## src/rtl/dring_pkg.sv

```systemverilog
package dring_pkg;

    localparam int DESC_W  = 128;
    localparam int FL_ISO  = 0;
    localparam int FL_DONE = 1;
    localparam int FL_POST = 2;
    localparam int FL_IRQ  = 3;
    localparam int OPT_EN  = 31;
    localparam int OPT_RAW = 30;
    localparam logic [11:0] FRAME_CAP = 12'h100;

    typedef struct packed {
        logic [31:0] stamp;
        logic [11:0] flags;
        logic [3:0]  sof;
        logic [3:0]  eof;
        logic [11:0] len;
        logic [63:0] buf_addr;
    } desc_t;

    typedef enum logic [2:0] {
        ST_IDLE,
        ST_FETCH,
        ST_WAIT,
        ST_XFER,
        ST_WB,
        ST_HALT
    } eng_state_t;

endpackage

```

## src/rtl/dring_tail_ctr.sv

```systemverilog
module dring_tail_ctr #(
    parameter int IDX_W = 4
) (
    input  logic             clk,
    input  logic             rst_n,
    input  logic             adv,
    input  logic [IDX_W:0]   count,
    output logic [IDX_W-1:0] tail
);
    localparam int CNT_W = IDX_W + 1;

    logic [CNT_W-1:0] next_wide;

    assign next_wide = {1'b0, tail} + CNT_W'(1);

    always_ff @(posedge clk or negedge rst_n) begin
        if (!rst_n) begin
            tail <= '0;
        end else if (adv) begin
            if (next_wide >= count) begin
                tail <= '0;
            end else begin
                tail <= next_wide[IDX_W-1:0];
            end
        end
    end

    AST_TAIL_STEP: assert property (@(posedge clk) disable iff (!rst_n)
        (tail != $past(tail)) |-> (tail == '0 || tail == $past(tail) + 1'b1));

endmodule

```

## src/rtl/dring_code_mask.sv

```systemverilog
module dring_code_mask (
    input  logic        raw,
    input  logic [15:0] mask,
    input  logic [3:0]  code_in,
    output logic [3:0]  code_out
);
    always_comb begin
        if (raw || mask[code_in]) begin
            code_out = code_in;
        end else begin
            code_out = 4'h0;
        end
    end
endmodule

```

## src/rtl/dring_wb_build.sv

```systemverilog
module dring_wb_build
    import dring_pkg::*;
#(
    parameter bit IS_RX = 1'b0
) (
    input  desc_t       rd,
    input  logic [11:0] rx_len,
    input  logic [11:0] cap,
    input  logic [3:0]  rx_sof,
    input  logic [3:0]  rx_eof,
    output desc_t       wb
);
    generate
        if (IS_RX) begin : g_rx
            always_comb begin
                wb = rd;
                wb.stamp = '0;
                wb.flags[FL_DONE] = 1'b1;
                wb.len = (rx_len > cap) ? cap : rx_len;
                wb.sof = rx_sof;
                wb.eof = rx_eof;
            end
        end else begin : g_tx
            logic unused_rx;
            assign unused_rx = ^{rx_len, cap, rx_sof, rx_eof};
            always_comb begin
                wb = rd;
                wb.stamp = '0;
                wb.flags[FL_DONE] = 1'b1;
            end
        end
    endgenerate
endmodule

```

## src/rtl/dring_engine.sv

```systemverilog
module dring_engine
    import dring_pkg::*;
#(
    parameter int IDX_W  = 4,
    parameter int RAM_AW = 6,
    parameter bit IS_RX  = 1'b0
) (
    input  logic              clk,
    input  logic              rst_n,
    input  logic [31:0]       cfg_opts,
    input  logic [31:0]       cfg_frame_mask,
    input  logic [RAM_AW-1:0] cfg_base,
    input  logic [IDX_W:0]    cfg_count,
    input  logic [IDX_W-1:0]  cfg_head,
    input  logic [11:0]       cfg_max_frame,
    output logic [IDX_W-1:0]  tail,
    output logic              mem_req,
    output logic              mem_we,
    output logic [RAM_AW-1:0] mem_addr,
    output logic [127:0]      mem_wdata,
    input  logic [127:0]      mem_rdata,
    output logic              xfer_valid,
    input  logic              xfer_ready,
    output logic [11:0]       xfer_len_o,
    output logic [3:0]        xfer_sof_o,
    output logic [3:0]        xfer_eof_o,
    input  logic [11:0]       xfer_len_i,
    input  logic [3:0]        xfer_sof_i,
    input  logic [3:0]        xfer_eof_i,
    output logic              evt_done
);
    localparam int LANES = 2;

    eng_state_t       state, nxt;
    desc_t            desc_q;
    desc_t            rd_view;
    desc_t            wb_view;
    logic [IDX_W-1:0] halt_head;
    logic [11:0]      rx_len_q;
    logic [3:0]       rx_sof_q;
    logic [3:0]       rx_eof_q;
    logic [11:0]      cap;
    logic             enabled;
    logic             raw;
    logic             work;
    logic             advance;

    logic [3:0]  code_in   [LANES];
    logic [3:0]  code_out  [LANES];
    logic [15:0] lane_mask [LANES];

    assign rd_view = desc_t'(mem_rdata);
    assign enabled = cfg_opts[OPT_EN];
    assign raw     = cfg_opts[OPT_RAW];
    assign cap     = (cfg_max_frame > FRAME_CAP) ? FRAME_CAP : cfg_max_frame;
    assign work    = enabled && (cfg_count != '0) && (tail != cfg_head);

    // lane 0: end-of-frame, lane 1: start-of-frame
    assign lane_mask[0] = cfg_frame_mask[15:0];
    assign lane_mask[1] = cfg_frame_mask[31:16];

    generate
        if (IS_RX) begin : g_src_rx
            assign code_in[0] = xfer_eof_i;
            assign code_in[1] = xfer_sof_i;
        end else begin : g_src_tx
            assign code_in[0] = desc_q.eof;
            assign code_in[1] = desc_q.sof;
        end
        for (genvar g = 0; g < LANES; g++) begin : g_lane
            dring_code_mask u_mask (
                .raw      (raw),
                .mask     (lane_mask[g]),
                .code_in  (code_in[g]),
                .code_out (code_out[g])
            );
        end
    endgenerate

    dring_tail_ctr #(.IDX_W(IDX_W)) u_tail (
        .clk   (clk),
        .rst_n (rst_n),
        .adv   (advance),
        .count (cfg_count),
        .tail  (tail)
    );

    dring_wb_build #(.IS_RX(IS_RX)) u_build (
        .rd     (desc_q),
        .rx_len (rx_len_q),
        .cap    (cap),
        .rx_sof (rx_sof_q),
        .rx_eof (rx_eof_q),
        .wb     (wb_view)
    );

    // next-state logic
    always_comb begin
        nxt = state;
        unique case (state)
            ST_IDLE:  if (work) nxt = ST_FETCH;
            ST_FETCH: nxt = ST_WAIT;
            ST_WAIT:  nxt = rd_view.flags[FL_POST] ? ST_XFER : ST_HALT;
            ST_XFER:  if (xfer_ready) nxt = ST_WB;
            ST_WB:    nxt = ST_IDLE;
            ST_HALT:  if ((cfg_head != halt_head) || !enabled) nxt = ST_IDLE;
            default:  nxt = ST_IDLE;
        endcase
    end

    // state register
    always_ff @(posedge clk or negedge rst_n) begin
        if (!rst_n) begin
            state <= ST_IDLE;
        end else begin
            state <= nxt;
        end
    end

    // datapath registers
    always_ff @(posedge clk or negedge rst_n) begin
        if (!rst_n) begin
            desc_q    <= '0;
            halt_head <= '0;
            rx_len_q  <= '0;
            rx_sof_q  <= '0;
            rx_eof_q  <= '0;
        end else begin
            if (state == ST_WAIT) begin
                desc_q    <= rd_view;
                halt_head <= cfg_head;
            end
            if (state == ST_XFER && xfer_ready) begin
                rx_len_q <= xfer_len_i;
                rx_sof_q <= code_out[1];
                rx_eof_q <= code_out[0];
            end
        end
    end

    // outputs
    always_comb begin
        mem_req    = 1'b0;
        mem_we     = 1'b0;
        xfer_valid = 1'b0;
        evt_done   = 1'b0;
        advance    = 1'b0;
        unique case (state)
            ST_FETCH: mem_req = 1'b1;
            ST_XFER:  xfer_valid = 1'b1;
            ST_WB: begin
                mem_req  = 1'b1;
                mem_we   = 1'b1;
                advance  = 1'b1;
                evt_done = desc_q.flags[FL_IRQ];
            end
            default: ;
        endcase
    end

    assign mem_addr  = cfg_base + RAM_AW'(tail);
    assign mem_wdata = wb_view;

    generate
        if (IS_RX) begin : g_out_rx
            assign xfer_len_o = cap;
            assign xfer_sof_o = 4'h0;
            assign xfer_eof_o = 4'h0;

            AST_RX_LEN_CAP: assert property (@(posedge clk) disable iff (!rst_n)
                mem_we |-> (mem_wdata[75:64] <= FRAME_CAP));
        end else begin : g_out_tx
            assign xfer_len_o = desc_q.len;
            assign xfer_sof_o = code_out[1];
            assign xfer_eof_o = code_out[0];
        end
    endgenerate

    AST_WRITE_AFTER_ACCEPT: assert property (@(posedge clk) disable iff (!rst_n)
        mem_we |-> $past(xfer_valid && xfer_ready));

    AST_DONE_FLAG_SET: assert property (@(posedge clk) disable iff (!rst_n)
        mem_we |-> (mem_wdata[85] && mem_wdata[127:96] == 32'h0));

    AST_EVT_ONE_CYCLE: assert property (@(posedge clk) disable iff (!rst_n)
        evt_done |=> !evt_done);

    AST_XFER_HOLD: assert property (@(posedge clk) disable iff (!rst_n)
        (xfer_valid && !xfer_ready) |=> (xfer_valid && $stable(tail)));

    AST_HALT_FROZEN: assert property (@(posedge clk) disable iff (!rst_n)
        (state == ST_HALT) |=> $stable(tail));

endmodule

```

## config.mk

```make
export PLATFORM = sky130hd
export DESIGN_NAME = dring_engine
export DESIGN_NICKNAME = d
export VERILOG_FILES = /design/src/rtl/dring_pkg.sv /design/src/rtl/dring_tail_ctr.sv /design/src/rtl/dring_code_mask.sv /design/src/rtl/dring_wb_build.sv /design/src/rtl/dring_engine.sv
export SDC_FILE = /design/constraint.sdc
export NUM_CORES = 1
export LEC_CHECK = 0
export BUFFER_PORTS_ARGS = -buffer_cell sky130_fd_sc_hd__buf_4
export CAP_MARGIN = 20
export CORE_AREA = 2 2 159 161
export CTS_CLUSTER_DIAMETER = 120
export CTS_CLUSTER_SIZE = 8
export DETAILED_ROUTE_END_ITERATION = 10
export DIE_AREA = 0 0 161 163
export GPL_TIMING_DRIVEN = 0
export PLACE_DENSITY = 0.55
export SLEW_MARGIN = 10
export SYNTH_ARGS = -nofsm -noshare
export SYNTH_HDL_FRONTEND = slang
export SYNTH_SLANG_ARGS = --single-unit
export TNS_END_PERCENT = 30
```

## constraint.sdc

```tcl
create_clock -name clk -period 2 [get_ports clk]
set_input_delay 0.1 -clock clk [delete_from_list [all_inputs] [get_ports clk]]
set_output_delay 0.1 -clock clk [all_outputs]
set_load 0.02 [all_outputs]
```

=== Word level (Yosys, flattened, before mapping) ===
Index checks and enable logic that the tools add are counted.

* $add $sub $neg: 2
* Equality and inequality tests: 10
* Reductions and logical operators: 10
* Magnitude comparators: 3
* Multiplexer cells: 16

{| class="wikitable"
|+ Operator list
! kind !! number
|-
| case mux 3 bit (5 select lines) || 1
|-
| two-way mux 3 bit || 4
|-
| two-way mux 4 bit || 3
|-
| less-than comparator 4 x 5 -> 1 bit (second input constant) || 2
|-
| binary-select mux 1 bit (select 4 bit) || 2
|-
| != test 4 bit || 2
|-
| adder 6 x 4 -> 6 bit || 1
|-
| == test 3 x 2 -> 1 bit (second input constant) || 2
|-
| == test 3 bit (second input constant) || 2
|-
| two-way mux 1 bit || 6
|-
| != test 2 bit (second input constant) || 3
|-
| adder 4 x 1 -> 5 bit (second input constant) || 1
|-
| >= comparator 5 bit || 1
|-
| nonzero test 5 bit || 1
|-
| == test 3 x 1 -> 1 bit (second input constant) || 1
|-
| logical NOT 3 bit || 1
|-
| logical OR 1 bit || 3
|-
| AND reduction 3 bit || 1
|-
| logical AND 1 bit || 2
|-
| OR reduction 2 bit || 1
|-
| logical NOT 1 bit || 1
|}

* Register bits: 107
* Logic and storage cells: 49
* Input port bits: 242
* Output and inout bits: 162

=== Depth between registers and ports, before layout ===
Gate-level depths: netlist of the first run.

* Word-level depth: 5
* Mapped depth: 8
* Mapped depth without buffers: 7

=== Cells and area by module ===
Synthesis of the first run repeated with hierarchy kept, for this count alone.

* Cells, all modules: 604
* Area total of the unflattened synthesis: 8,403.1 um2

{| class="wikitable"
|+ By module, submodules not included
! module !! times used !! sequential area each (um2) !! cells an instance !! area an instance (um2)
|-
| dring_engine || 1 || 3,878.7 || 398 || 6,695.2
|-
| dring_wb_build || 1 || 0.0 || 130 || 968.4
|-
| dring_code_mask || 2 || 0.0 || 21 || 195.2
|-
| dring_tail_ctr || 1 || 100.1 || 34 || 349.1
|}

=== Worst setup path before layout of the first run ===
No wires, ideal clock.

* Path kind: flip-flop to flip-flop
* Start point: register u_tail.tail[2]
* End point: register u_tail.tail[0]
* Arrival time: 2.028 ns
* Stages on the path, launching flop included: 9
* Path slack: -0.094 ns
* Required time: 1.935 ns
* Period minus slack after synthesis: 2.094 ns
* Library setup time: 0.065 ns
* Path through: dfrtp_1 -> clkbuf_1 -> nand3_1 -> xnor2_1 -> ha_1 -> a21oi_1 -> o21ai_0 -> a211oi_1 -> mux2_2

* Cells in the longest elaborated chain, start to end: 3

{| class="wikitable"
|+ Ends and longest elaborated chain
! item !! line !! source
|-
| from (decl) || dring_tail_ctr.sv:8 || <nowiki>output logic [IDX_W-1:0] tail</nowiki>
|-
| from (signal assigned) || dring_tail_ctr.sv:23 || <nowiki>tail <= next_wide[IDX_W-1:0];</nowiki>
|-
| adder 4 x 1 -> 5 bit || dring_tail_ctr.sv:14 || <nowiki>assign next_wide = {1'b0, tail} + CNT_W'(1);</nowiki>
|-
| >= comparator 5 bit || dring_tail_ctr.sv:20 || <nowiki>if (next_wide >= count) begin</nowiki>
|-
| two-way mux 4 bit || dring_tail_ctr.sv:20 ||
|}

Every way passes these cells.
A chain may end at the register's enable or synchronous reset.

=== Worst setup path after layout of the first run ===
* Start point: register desc_q, in the netlist code_in[0]
* End point: output port xfer_sof_o[1]

* Cells in the longest elaborated chain, start to end: 4

{| class="wikitable"
|+ Ends and longest elaborated chain
! item !! line !! source
|-
| from (decl) || dring_engine.sv:35 || <nowiki>desc_t desc_q;</nowiki>
|-
| from (signal assigned) || dring_engine.sv:130 || <nowiki>desc_q <= rd_view;</nowiki>
|-
| binary-select mux 1 bit (select 4 bit) || dring_code_mask.sv:8 || <nowiki>if (raw || mask[code_in]) begin</nowiki>
|-
| two-way mux 1 bit (not written as such) || dring_code_mask.sv:8 ||
|-
| logical OR 1 bit || dring_code_mask.sv:8 ||
|-
| two-way mux 4 bit || dring_code_mask.sv:8 ||
|-
| to (decl) || dring_engine.sv:25 || <nowiki>output logic [3:0] xfer_sof_o,</nowiki>
|}

Every way passes these cells. The select of a mux whose other input is x is not followed.

==> impl_metrics.py, run 1 <==
metrics = {
    "status": {
        "status": "finished, violations left",
        "violations": "negative setup slack",
    },
    "placed_design": {
        "gp_congestion": 0.763,
        "io_buffers": 275,
        "dpl.cell_count": 1011,
        "postPlaceCellArea_um2": 7750,
        "dp_slack_ns": -0.343,
        "dp_hpwl_um": 11300,
    },
    "power": {
        "peakVddDrop_uv": 786,
        "power_density_nw_per_um2": 1560,
        "total_power_mw": 14.6,
        "leakage_nw": 4.43,
    },
    "worst_setup_path": {
        "timing.rr.start": "state[2]",
        "cp-end-kind": "primary output",
        "critPathMaxFanout": 5,
        "r2r-end": "desc_q[28]",
        "critPathRequiredTime_ns": 1.90,
        "cp-startpoint": "code_in[0]",
        "arrival_ns": 2.15,
        "crit_path_start_kind": "flop",
        "rr_worst_depth": 6,
        "crit_end": "xfer_sof_o[1]",
        "r2r_setup_slack_ns": 0.12,
        "path_class": "flop to primary output",
    },
    "clocking": {
        "path_clk_slew_ns": 0.08,
        "cts_buffers": 9,
        "clock_path_buffers": 2,
        "htree_levels": 3,
        "clock_sinks": 106,
        "insertion_delay_ns": 0.36,
        "clockRootBuffer": "clkbuf_16",
        "cts_tree": "built",
    },
    "cells_and_area": {
        "seq_area_um2": 2660,
        "multi_input_area_um2": 2280,
        "drive_above_1_share_pct": 62.5,
        "post-route-util_pct": 37.9,
        "diodes": 0,
        "final_nets": 1057,
        "final_cells": 1139,
        "area_growth_pct": 83.0,
        "num-fill-cells": 2430,
        "fin_area_um2": 9360,
    },
    "route": {
        "top_layer": "met4",
        "drc": 0,
        "wirelength_um": 15700,
        "wl_met2_um": 8150,
        "first_pass_iters": 4,
        "wl_per_cell_um": 13.8,
        "num_vias": 4422,
        "met3_length_um": 1320,
        "ant_nets": 0,
        "vias_per_cell": 3.88,
        "wl_met1_um": 6010,
        "drtIter0Drc": 119,
    },
    "sta": {
        "slew_viol_final": 0,
        "finalHoldViolations": 0,
        "max_freq_mhz": 444,
        "fin_skew_ns": 0.0120,
        "grt_setup_unrepaired": "true",
        "min_period_ns": 2.25,
        "layout_setup_ws_ns": -0.250,
        "fin_crit_sh_pct": 113,
        "setup_tns_ns": -1.59,
        "finalSetupViolCount": 9,
        "fin_hold_ws_ns": 0.0243,
    },
    "synthesis": {
        "synth_ff_type": "dfrtp_1",
        "ys_ff_latch": 106,
        "yosys_warnings": 0,
        "synth_edf_count": 0,
        "ys_seq_area_share_pct": 51.9,
        "syn_area_um2": 5110,
        "avgSynthCellArea_um2": 13.7,
        "synth_cell_types": 39,
        "synth_cells": 374,
        "async_flop_share_pct": 100,
    },
    "grt": {
        "track_usage_pct": 11.4,
        "grt_max_degree": 60,
        "antenna_found_initial": 0,
        "grt_pass1_vias": 4724,
        "grt_overflow": 0,
        "grt_pass1_wl_um": 24100,
    },
    "die": {
        "rows": 58,
        "coreArea_um2": 24700,
        "die_width_um": 161,
        "ios": 404,
        "die_y_um": 163,
        "die-area_um2": 26200,
        "start_util_pct": 20.7,
    },
    "job": {
        "maxCapViolCount": 0,
    },
    "worst_hold_path": {
        "hp-class": "input port to flop",
    },
}
## critical path, cell delays in order, from the launching register on
cell,delay [ns]
dfrtp_1,0.36
buf_6,0.14
mux4_2,0.54
nor2b_4,0.16
a2111oi_4,0.20
a21oi_2,0.10
and2_4,0.18
buf_6,0.12
## synth_stat cells (2+ instances only)
cell,number,area share (%)
a21o_1,3,0.44
a21oi_1,8,0.78
a22o_1,2,0.34
and2_1,6,0.73
and3_1,2,0.24
buf_2,9,0.88
buf_4,46,6.8
buf_6,2,0.44
clkbuf_1,3,0.22
conb_1,2,0.15
dfrtp_1,106,52
ha_1,10,2.4
inv_1,11,0.81
mux2_2,101,22
mux4_2,8,3.5
nand2_1,3,0.22
nand2b_1,4,0.49
nand3_1,3,0.29
nor2_1,6,0.44
nor2b_1,5,0.61
nor3_1,2,0.20
o21ai_0,2,0.20
xnor2_1,13,2.2
xor2_1,2,0.34
## what timing repair did
action,CTS,global route
gates resized for setup,34,24
endpoints found under the hold margin,143,0
hold buffers,97,0
buffers inserted,10,5
pin swaps,10,12
endpoints found under the setup margin,115,54
## worst min-delay path by stage
stage          depth (start not counted)   startpoint      endpoint
2_1_floorplan                          0        rst_n    code_in[0]
3_3_place_gp                           2   xfer_ready      state[1]
3_5_place_dp                           1        rst_n    desc_q[40]
4_1_cts                                2  cfg_head[2]  halt_head[2]
5_1_grt                                2  cfg_head[1]  halt_head[1]
6_report                               2  cfg_head[1]  halt_head[1]
## final cells by class
cell class / instances / share of cell area, %
timing repair buffer: 388 / 34.4
sequential: 106 / 28.4
multi-input combinational: 228 / 24.4
buffer: 60 / 4.80
tap: 330 / 4.41
clock buffer: 9 / 2.41
clock inverter: 7 / 0.762
inverter: 11 / 0.441
## cell families after synthesis
kind of cell               synth area share (%)
adders and majority gates                  2.84
DFF                                        51.9
muxes                                      26.0
AOI/OAI and AO/OA                          3.60
xor gates and xnor gates                   2.57
buffers and inverters                      9.10
other                                     0.147
and+or+nand+nor                            3.91
## cell usage in the layout (no fill, tap or decap), types with 4 or more instances in the layout
cell / count
ha_1: 7
dlygate4sd3_1: 97
buf_4: 330
clkbuf_16: 9
mux2_2: 98
mux4_2: 8
and2_4: 4
nor2_1: 4
conb_1: 33
inv_1: 9
xnor2_1: 11
dfrtp_1: 104
buf_6: 12
a21oi_2: 6
## state kept, by name (all words and copies together) (netlist names)
name	count
desc_q	75
xfer_len_o	12
code_in	8
halt_head	4
u_tail.tail	4
state	3
## report_power, final
group	internal, mW	total (mW)	switching, mW
clock	0.882	1.79	0.911
sequential	3.27	4.08	0.818
combinational	4.60	8.70	4.10
total	8.75	14.6	5.83
## layer usage
layer	GRT usage, %	vias to the layer above
li1	-	2090
met1	13.0	2131
met2	20.4	187
met3	4.07	14
met4	3.04	0
met5	0	-
(Power assumes the default switching activity.)
==> run 2, diff against run 1 <==
--- a/config.mk
+++ b/config.mk
@@ -5,17 +5,19 @@
 export SDC_FILE = /design/constraint.sdc
 export NUM_CORES = 1
 export LEC_CHECK = 0
+export ABC_CLOCK_PERIOD_IN_PS = 2000
 export BUFFER_PORTS_ARGS = -buffer_cell sky130_fd_sc_hd__buf_4
 export CAP_MARGIN = 20
-export CORE_AREA = 2 2 159 161
+export CORE_ASPECT_RATIO = 0.5
+export CORE_UTILIZATION = 43
 export CTS_CLUSTER_DIAMETER = 120
 export CTS_CLUSTER_SIZE = 8
 export DETAILED_ROUTE_END_ITERATION = 10
-export DIE_AREA = 0 0 161 163
 export GPL_TIMING_DRIVEN = 0
-export PLACE_DENSITY = 0.55
+export PLACE_DENSITY = 0.83
 export SLEW_MARGIN = 10
 export SYNTH_ARGS = -nofsm -noshare
 export SYNTH_HDL_FRONTEND = slang
+export SYNTH_HIERARCHICAL = 1
 export SYNTH_SLANG_ARGS = --single-unit
 export TNS_END_PERCENT = 30
==> run 2 against run 1 <==
  * The run still ends with negative setup slack left
  * Clock skew shrank 0.0013 ns
  * Sequential power rose by 1%
  * Largest cell class unchanged
  * Non-clock buffer count grew 85
  * Hold slack got worse by 0.011 ns
  * Core utilization rose by 35 points
  * Synthesized area up 23%
  * Critical endpoint is now xfer_eof_o[1]
  * Die area shrank 42%
  * Clock-buffer cell count is 1 higher
==> impl_metrics.py, run 2 <==
metrics = {
    "status": {
        "status": "finished, violations left",
        "violations": "negative setup slack",
    },
    "worst_setup_path": {
        "arrival_ns": 2.04,
        "critPathRequiredTime_ns": 1.90,
        "path_class": "flop to primary output",
        "r2r-end": "u_tail/tail[0]",
        "critPathMaxFanout": 9,
        "timing.rr.start": "u_tail/tail[0]",
        "cp-end-kind": "primary output",
        "crit_end": "xfer_eof_o[1]",
        "rr_worst_depth": 8,
        "crit_path_start_kind": "flop",
        "cp-startpoint": "code_in[6]",
        "r2r_setup_slack_ns": 0.02,
    },
    "placed_design": {
        "gp_congestion": 0.789,
        "io_buffers": 275,
        "dp_hpwl_um": 12100,
        "dp_slack_ns": -0.0238,
    },
    "route": {
        "drtIter0Drc": 156,
        "wl_per_cell_um": 16.9,
        "wirelength_um": 18500,
        "num_vias": 4878,
        "ant_nets": 0,
        "vias_per_cell": 4.45,
        "first_pass_iters": 4,
        "drc": 0,
    },
    "die": {
        "coreArea_um2": 13900,
        "die_width_um": 173,
        "die_y_um": 87.5,
        "start_util_pct": 45.2,
        "ios": 404,
        "rows": 30,
        "die-area_um2": 15100,
    },
    "sta": {
        "slew_viol_final": 0,
        "finalSetupViolCount": 8,
        "layout_setup_ws_ns": -0.141,
        "fin_skew_ns": 0.0106,
        "setup_tns_ns": -0.732,
        "fin_crit_sh_pct": 107,
        "finalHoldViolations": 0,
        "grt_setup_unrepaired": "true",
        "worst_pin_slew_ns": 0.981,
        "relSlewSlack_pct": 34.6,
        "min_period_ns": 2.14,
        "max_freq_mhz": 467,
    },
    "cells_and_area": {
        "final_nets": 1151,
        "mostFrequentLayoutCell": "buf_4",
        "drive_above_1_share_pct": 64.1,
        "layout_common_cells": "buf_4 (423), dfrtp_1 (103), dlygate4sd3_1 (96), mux2_4 (69), conb_1 (33)",
        "regMostFlops": "desc_q",
        "area_growth_pct": 60.8,
        "largest_register_ffs": 75,
        "diodes": 0,
    },
    "synthesis": {
        "avgSynthCellArea_um2": 13.1,
        "yosys_warnings": 6,
        "synth_cells": 478,
        "syn_area_um2": 6280,
    },
    "job": {
        "maxCapViolCount": 0,
    },
    "clocking": {
        "clock_sinks": 106,
        "clockRootBuffer": "clkbuf_16",
        "htree_levels": 3,
        "path_clk_slew_ns": 0.08,
        "clock_path_buffers": 2,
        "cts_buffers": 9,
        "insertion_delay_ns": 0.34,
        "cts_tree": "built",
    },
    "worst_hold_path": {
        "hp-class": "input port to flop",
    },
    "grt": {
        "grt_pass1_vias": 5459,
        "grt_overflow": 0,
        "antenna_found_initial": 0,
        "grt_max_degree": 107,
        "track_usage_pct": 24.1,
        "grt_pass1_wl_um": 28300,
    },
    "power": {
        "leakage_nw": 5.17,
        "power_density_nw_per_um2": 1700,
        "peakVddDrop_uv": 810,
    },
}
==> run 2: cell type report <==
| type | count | area, µm² |
|---|---|---|
| Clock inverter | 6 | 56.3 |
| Multi-Input combinational cell | 235 | 2510 |
| Fill cell | 956 | 3780 |
| Buffer | 155 | 1270 |
| Tap cell | 192 | 240 |
| Timing Repair Buffer | 378 | 3090 |
| Sequential cell | 106 | 2660 |
| Clock buffer | 10 | 239 |
| Inverter | 13 | 48.8 |
==> run 2: metrics by stage <==
step / cell area (µm²) / instances / utilization, % / hold slack (ns) / power [mW]
after floorplan: 6400 / 509 / - / -0.196 / 11.4
after global placement: 8710 / 976 / 62.7 / 0.309 / 14.5
after detailed placement: 8710 / 976 / 62.7 / 0.312 / 14.8
after CTS: 10000 / 1090 / 72.2 / 0.00231 / 16.9
after global routing: 10100 / 1095 / 72.8 / 0.00151 / 18.0
final: 10100 / 1095 / 72.8 / 0.0132 / 17.1
==> run 2: worst max-delay path, stage by stage, from the launching register on <==
cell	delay, ns
dfrtp_1	0.39
buf_6	0.15
mux2i_1	0.12
mux4_2	0.54
a221oi_2	0.31
buf_4	0.19
==> run 2: routing by layer <==
metal  global-route usage [%]  wire length, µm  part of all wire, %  vias to the layer above
met5                        0                0                    0                        -
met4                     8.77              505                  2.7                        0
met3                     5.06              787                  4.3                       38
met2                     47.5            10400                   56                      165
met1                     25.8             6820                   37                     2378
li1                         -                -                    -                     2297
==> run 2: how the worst min path moves through the flow <==
stage | start | endpoint | slack (ns) | cells after the start
2_1_floorplan | rst_n | code_in[0] | -0.20 | 0
3_3_place_gp | xfer_ready | state[1] | 0.31 | 2
3_5_place_dp | rst_n | u_tail/tail[1] | 0.31 | 1
4_1_cts | mem_rdata[72] | xfer_len_o[8] | 0.002 | 2
5_1_grt | mem_rdata[86] | desc_q[86] | 0.002 | 2
6_report | mem_rdata[86] | desc_q[86] | 0.01 | 2
==> run 2: timing repair <==
| action | 4_1_cts | 5_1_grt |
|---|---|---|
| hold endpoints to repair | 199 | 2 |
| hold buffers | 94 | 2 |
| resized for setup | 13 | 6 |
| pin swaps | 3 | 6 |
| endpoints found under the setup margin | 13 | 14 |
| buffers inserted | 4 | 3 |
==> run 2: report_power, final <==
part           internal, mW  total, mW  leakage [nW]  switching, mW
sequential             3.28       4.13          1.25          0.852
combinational          6.36       11.2          3.78           4.88
clock                 0.907       1.76         0.143          0.848
total                  10.6       17.1          5.17           6.58
